## src/rtl/wut_pkg.sv

```systemverilog
package wut_pkg;
  localparam int SEL_W = 3;

  typedef struct packed {
    logic restart;  // a commit happened this cycle
    logic hold;     // timer not armed
    logic step;     // prescaler output tick
  } wutStrobes_t;

  // log2 of the divider selected by each prescaler code
  function automatic int divShift(input logic [SEL_W-1:0] sel);
    case (sel)
      3'd0: divShift = 0;
      3'd1: divShift = 2;
      3'd2: divShift = 3;
      3'd3: divShift = 4;
      3'd4: divShift = 7;
      3'd5: divShift = 10;
      3'd6: divShift = 13;
      default: divShift = 16;
    endcase
  endfunction

  localparam int PRESC_W = 16;  // largest shift
endpackage

```

## src/rtl/wut_ctrl.sv

```systemverilog
module wut_ctrl
  import wut_pkg::*;
#(
  parameter int ADDR_W = 2,
  parameter int DATA_W = 8
) (
  input  logic                  clk,
  input  logic                  rstN,
  input  logic                  tick,
  input  logic                  wrEn,
  input  logic [ADDR_W-1:0]     wrAddr,
  input  logic [DATA_W-1:0]     wrData,
  output wutStrobes_t           strobes,
  output logic [2*DATA_W-1:0]   reloadNext,
  output logic                  clkSelRc,
  output logic                  rcOscEn,
  output logic                  xtalOscEn
);
  localparam int CNT_W = 2 * DATA_W;
  localparam logic [ADDR_W-1:0] ADDR_CFG_A  = ADDR_W'(0);
  localparam logic [ADDR_W-1:0] ADDR_CFG_B  = ADDR_W'(1);
  localparam logic [ADDR_W-1:0] ADDR_REL_HI = ADDR_W'(2);
  localparam logic [ADDR_W-1:0] ADDR_REL_LO = ADDR_W'(3);

  logic [DATA_W-1:0]  relHiStage;
  logic [CNT_W-1:0]   reloadVal;
  logic [SEL_W-1:0]   selStage;
  logic [SEL_W-1:0]   prescSel;
  logic               armed;
  logic [PRESC_W-1:0] prescCnt;
  logic [PRESC_W-1:0] prescLimit;
  logic wrCfgA, wrCfgB, wrRelHi, wrRelLo;

  assign wrCfgA  = wrEn && (wrAddr == ADDR_CFG_A);
  assign wrCfgB  = wrEn && (wrAddr == ADDR_CFG_B);
  assign wrRelHi = wrEn && (wrAddr == ADDR_REL_HI);
  assign wrRelLo = wrEn && (wrAddr == ADDR_REL_LO);

  always_comb begin
    reloadNext = wrRelLo ? {relHiStage, wrData} : reloadVal;
    prescLimit = PRESC_W'(((PRESC_W+1)'(1) << divShift(prescSel)) - (PRESC_W+1)'(1));
    strobes.restart = wrRelLo || wrCfgB;
    strobes.hold    = !armed;
    strobes.step    = tick && armed && (prescCnt == prescLimit) && !strobes.restart;
  end

  // register file with staged halves
  always_ff @(posedge clk or negedge rstN) begin
    if (!rstN) begin
      relHiStage <= '0;
      reloadVal  <= '0;
      selStage   <= '0;
      prescSel   <= '0;
      armed      <= 1'b0;
      clkSelRc   <= 1'b0;
      rcOscEn    <= 1'b0;
      xtalOscEn  <= 1'b0;
    end else begin
      if (wrRelHi) relHiStage <= wrData;
      if (wrRelLo) reloadVal  <= {relHiStage, wrData};
      if (wrCfgA)  selStage   <= wrData[SEL_W-1:0];
      if (wrCfgB) begin
        prescSel  <= selStage;
        armed     <= wrData[0];
        clkSelRc  <= wrData[1];
        rcOscEn   <= wrData[2];
        xtalOscEn <= wrData[3];
      end
    end
  end

  // prescaler
  always_ff @(posedge clk or negedge rstN) begin
    if (!rstN) begin
      prescCnt <= '0;
    end else if (strobes.restart || !armed) begin
      prescCnt <= '0;
    end else if (tick) begin
      prescCnt <= (prescCnt == prescLimit) ? '0 : prescCnt + 1'b1;
    end
  end

  a_r2_reload_held: assert property (@(posedge clk) disable iff (!rstN)
    !wrRelLo |=> $stable(reloadVal));
  a_r3_cfg_held: assert property (@(posedge clk) disable iff (!rstN)
    !wrCfgB |=> ($stable(prescSel) && $stable(armed) && $stable(clkSelRc)));
  a_r4_presc_range: assert property (@(posedge clk) disable iff (!rstN)
    prescCnt <= prescLimit);
  a_r11_presc_idle: assert property (@(posedge clk) disable iff (!rstN)
    (!tick && !strobes.restart && armed) |=> $stable(prescCnt));
endmodule

```

## src/rtl/wut_dp.sv

```systemverilog
module wut_dp
  import wut_pkg::*;
#(
  parameter int CNT_W = 16
) (
  input  logic             clk,
  input  logic             rstN,
  input  wutStrobes_t      strobes,
  input  logic [CNT_W-1:0] reloadNext,
  output logic [CNT_W-1:0] count,
  output logic             wakePulse
);
  localparam logic [CNT_W-1:0] ONE = CNT_W'(1);

  always_ff @(posedge clk or negedge rstN) begin
    if (!rstN) begin
      count     <= '0;
      wakePulse <= 1'b0;
    end else begin
      wakePulse <= 1'b0;
      if (strobes.restart || strobes.hold) begin
        count <= reloadNext;
      end else if (strobes.step) begin
        if (count <= ONE) begin
          count     <= reloadNext;
          wakePulse <= 1'b1;
        end else begin
          count <= count - ONE;
        end
      end
    end
  end

  a_r8_no_wake_unarmed: assert property (@(posedge clk) disable iff (!rstN)
    strobes.hold |=> !wakePulse);
  a_r5_step_dec: assert property (@(posedge clk) disable iff (!rstN)
    (strobes.step && !strobes.hold && count > ONE) |=> (count == $past(count) - ONE));
  a_r6_wake_on_expiry: assert property (@(posedge clk) disable iff (!rstN)
    (strobes.step && !strobes.hold && count <= ONE) |=> wakePulse);
  a_r9_restart_load: assert property (@(posedge clk) disable iff (!rstN)
    strobes.restart |=> (count == $past(reloadNext) && !wakePulse));
  a_r11_idle: assert property (@(posedge clk) disable iff (!rstN)
    (!strobes.step && !strobes.restart && !strobes.hold) |=> ($stable(count) && !wakePulse));
endmodule

```

## src/rtl/wake_timer.sv

```systemverilog
module wake_timer
  import wut_pkg::*;
#(
  parameter int ADDR_W = 2,
  parameter int DATA_W = 8
) (
  input  logic                clk,
  input  logic                rstN,
  input  logic                tick,
  input  logic                wrEn,
  input  logic [ADDR_W-1:0]   wrAddr,
  input  logic [DATA_W-1:0]   wrData,
  output logic                wakePulse,
  output logic [2*DATA_W-1:0] curCount,
  output logic                clkSelRc,
  output logic                rcOscEn,
  output logic                xtalOscEn
);
  localparam int CNT_W = 2 * DATA_W;

  wutStrobes_t      strobes;
  logic [CNT_W-1:0] reloadNext;

  wut_ctrl #(.ADDR_W(ADDR_W), .DATA_W(DATA_W)) u_ctrl (
    .clk(clk), .rstN(rstN), .tick(tick),
    .wrEn(wrEn), .wrAddr(wrAddr), .wrData(wrData),
    .strobes(strobes), .reloadNext(reloadNext),
    .clkSelRc(clkSelRc), .rcOscEn(rcOscEn), .xtalOscEn(xtalOscEn)
  );

  wut_dp #(.CNT_W(CNT_W)) u_dp (
    .clk(clk), .rstN(rstN), .strobes(strobes), .reloadNext(reloadNext),
    .count(curCount), .wakePulse(wakePulse)
  );
endmodule

```

## config.mk

```make
export PLATFORM = sky130hd
export DESIGN_NAME = wake_timer
export DESIGN_NICKNAME = d
export VERILOG_FILES = /design/src/rtl/wut_pkg.sv /design/src/rtl/wut_ctrl.sv /design/src/rtl/wut_dp.sv /design/src/rtl/wake_timer.sv
export SDC_FILE = /design/constraint.sdc
export NUM_CORES = 1
export LEC_CHECK = 0
export CAP_MARGIN = 20
export CORE_MARGIN = 4
export CORE_UTILIZATION = 32
export DETAILED_ROUTE_END_ITERATION = 7
export DONT_BUFFER_PORTS = 1
export SYNTH_ARGS = -nofsm -noshare
export SYNTH_HDL_FRONTEND = slang
export SYNTH_SLANG_ARGS = --single-unit
export TNS_END_PERCENT = 20
```

## constraint.sdc

```tcl
create_clock -name clk -period 3.84 [get_ports clk]
set_input_delay 0.384 -clock clk [delete_from_list [all_inputs] [get_ports clk]]
set_output_delay 0.384 -clock clk [all_outputs]
set_load 0.01 [all_outputs]
```

==> results_dict.tcl <==
set metrics [dict create \
    placed_area_um2 4080 \
    synth_area_um2 3960 \
    min_from "tick" \
    area_delta_synth_final_pct 11.8 \
    min_path_type "input port to flop" \
    place_ws_ns 0.512 \
    whs_path_depth 1 \
    wl_um 9700 \
    grt_start_max_net_pins 68 \
    initial_core_util_pct 32.8 \
    period_share_pct 86.9 \
    finalNonFillerCells 569 \
    setup_ws_ns 0.501 \
    cts_tree "built" \
    grt.overflow.total 0 \
    synth-seq-area-share_pct 42.4 \
    synth_edf_count 0 \
    dp_hpwl_um 6780 \
    io_pins 34 \
    fin_util_pct 36.7 \
    crit_path_start_kind "flop" \
    die_w_um 119 \
    synthArstFlopShare_pct 100 \
    end_kind "flop" \
    clk_latency_ns 0.33 \
    syn-num-nets 420 \
    final_cell_mix "dfrtp_1, nor2_1, mux2_2, nand2_1, nand3_1" \
    worstRegToRegCells 10 \
    dp.cells 551 \
    netlist_instances 402 \
    synth_cell_type_count 72 \
    dr.pass1.iters 4 \
    worst_clock_skew_ns 0.00545 \
    final_antenna_net_count 0 \
    grt_pass1_vias 3103 \
    portBuffers 0 \
    r2r-end "u_ctrl.prescCnt[9]$_DFFE_PN0P_" \
    synth_ff_type "dfrtp_1" \
    cts.sinks 67 \
    numCtsBuffers 9 \
    cts_root_buf "clkbuf_16" \
    tns_ns 0 \
    rsz0062_at_grt "false" \
    final_common_cell "dfrtp_1" \
    critPathArrivalTime_ns 3.56 \
    critPathMaxFanout 17 \
    vias 3084 \
    slew_headroom_pct 44.5 \
    post-route-drc-count 0 \
    peakVddDrop_mv 0.277 \
    holdPathEnd "u_ctrl.prescCnt[8]$_DFFE_PN0P_" \
    track_usage_pct 14.1 \
    r2r_slack_ns 0.50 \
    hold_viol_final 0 \
    row_count 40 \
    h-tree-depth 3 \
    power_density_nw_per_um2 590 \
    required_ns 4.06 \
    nNetsFinal 414 \
    path_clk_slew_ns 0.06 \
    n_antenna_cell 0 \
    path_class "flop to flop" \
    dieArea_um2 14200 \
    wire_per_inst_um 17.0 \
    grt_first_pass_wirelength_um 16100 \
    power_mw 2.61 \
    clockBufferDepth 2 \
    ys_seq_elements 67 \
    tightest_slew_ns 0.830 \
    drt_iter0_drc 164 \
    fin_area_um2 4420 \
    die_h_um 119 \
    drive_gt1_share_pct 18.5 \
    gp_congestion 0.860 \
    via_per_inst 5.42 \
    whs_ns 0.164 \
    core-area_um2 12100 \
    p_leak_nw 1.79 \
    slew_viol_final 0 \
    cap_violations 0 \
    yosysWarnings 0 \
    status "finished clean" \
    min_period_ns 3.34 \
    avgSynthCellArea_um2 9.84 \
    max_freq_mhz 300 \
    antenna_found_initial 0 \
    setup_viol 0 \
    r2r-start "u_ctrl.prescSel[0]$_DFFE_PN0P_" \
]
==> critical path, cell delays in order, from the launching register on <==
cell and delay [ns]:
dfrtp_1 0.68, nor3_2 0.13, inv_1 0.08, ha_1 0.44, or3b_1 0.43, a221oi_2 0.25
a21oi_2 0.09, nor4b_4 0.32, a31o_1 0.47, buf_4 0.26, nor2_1 0.07
==> per-layer routing <==
layer | track usage, % | vias to the layer above | share of wire, %
met5 | 0 | - | 0
met1 | 17.5 | 1547 | 44
met2 | 23.7 | 57 | 50
met4 | 5.00 | 0 | 2.3
met3 | 3.66 | 13 | 4.1
li1 | - | 1467 | -
==> flip-flops by register name, indices dropped and copies added (netlist names) <==
| name | count |
|---|---|
| u_ctrl.prescCnt | 16 |
| u_ctrl.reloadVal | 16 |
| u_dp.count | 16 |
| u_ctrl.relHiStage | 8 |
| u_ctrl.prescSel | 3 |
| u_ctrl.selStage | 3 |
| u_ctrl.armed | 1 |
| u_ctrl.clkSelRc | 1 |
| u_ctrl.rcOscEn | 1 |
| u_ctrl.xtalOscEn | 1 |
| u_dp.wakePulse | 1 |
==> how the worst max path moves through the flow <==
stage / cells past startpoint / start / endpoint / slack [ns]
finish: 10 / u_ctrl.prescSel[0]$_DFFE_PN0P_ / u_ctrl.prescCnt[9]$_DFFE_PN0P_ / 0.50
global route: 10 / u_ctrl.prescSel[0]$_DFFE_PN0P_ / u_ctrl.prescCnt[9]$_DFFE_PN0P_ / 0.19
CTS: 10 / u_ctrl.prescSel[0]$_DFFE_PN0P_ / u_ctrl.prescCnt[9]$_DFFE_PN0P_ / 0.51
detailed placement: 10 / u_ctrl.prescSel[0]$_DFFE_PN0P_ / u_ctrl.prescCnt[9]$_DFFE_PN0P_ / 0.51
global placement: 10 / u_ctrl.prescSel[0]$_DFFE_PN0P_ / u_ctrl.prescCnt[3]$_DFFE_PN0P_ / 0.65
floorplan: 13 / u_ctrl.prescSel[2]$_DFFE_PN0P_ / u_dp.count[11]$_DFFE_PN0P_ / 1.11
==> kinds of logic after synthesis <==
logic type | share of synthesized area (%)
other cells | 0.0948
mux | 9.84
xor+xnor | 3.10
compound gates | 17.9
simple gates | 20.7
fa+ha+maj | 1.27
buf+inv | 4.71
flops | 42.4
==> cell usage after synthesis, drive strengths merged, types with 3 or more instances <==
master   n  area [µm²]
dfrtp   67        1680
a21bo    3        30.0
mux2    31         349
nor2    32         120
or3      6        37.5
nand3b   5        37.5
o21ai   12        60.1
clkbuf  16        61.3
nand4    8        50.1
a211oi   6        50.1
a41oi    3        26.3
or2      3        18.8
buf     10        80.1
a21oi   21         109
nor2b    4        25.0
and3     8        50.1
a31oi    3        18.8
o211ai   7        52.6
nand3   21         105
o31ai    5        42.5
xor2     9        78.8
a21o     3        22.5
nand2   31         116
o22ai    4        25.0
o211a    4        40.0
xnor2    5        43.8
mux2i    4        40.0
o21a     3        22.5
and2     3        18.8
nor3    11        70.1
inv     12        45.0
and4     3        26.3
ha       4        50.1
==> area by class of cell <==
class,instances,area [µm²]
flip-flops and latches,67,1680
repair buffers,9,90.1
clock inverters,7,83.8
well taps,168,210
inverters,12,45.0
multi-input cells,297,2090
fillers,1223,7640
clock buffers,9,225
==> what timing repair did <==
action	4_1_cts	5_1_grt
resized for setup	0	0
endpoints found under the setup margin	0	0
endpoints found under the hold margin	67	0
buffers inserted	0	0
hold buffers	2	0
==> where the power goes <==
group | internal (mW) | switching [mW]
Sequential | 0.850 | 0.196
Combinational | 0.302 | 0.409
Clock | 0.514 | 0.340
Note: power is estimated with default switching activity, not from simulation.
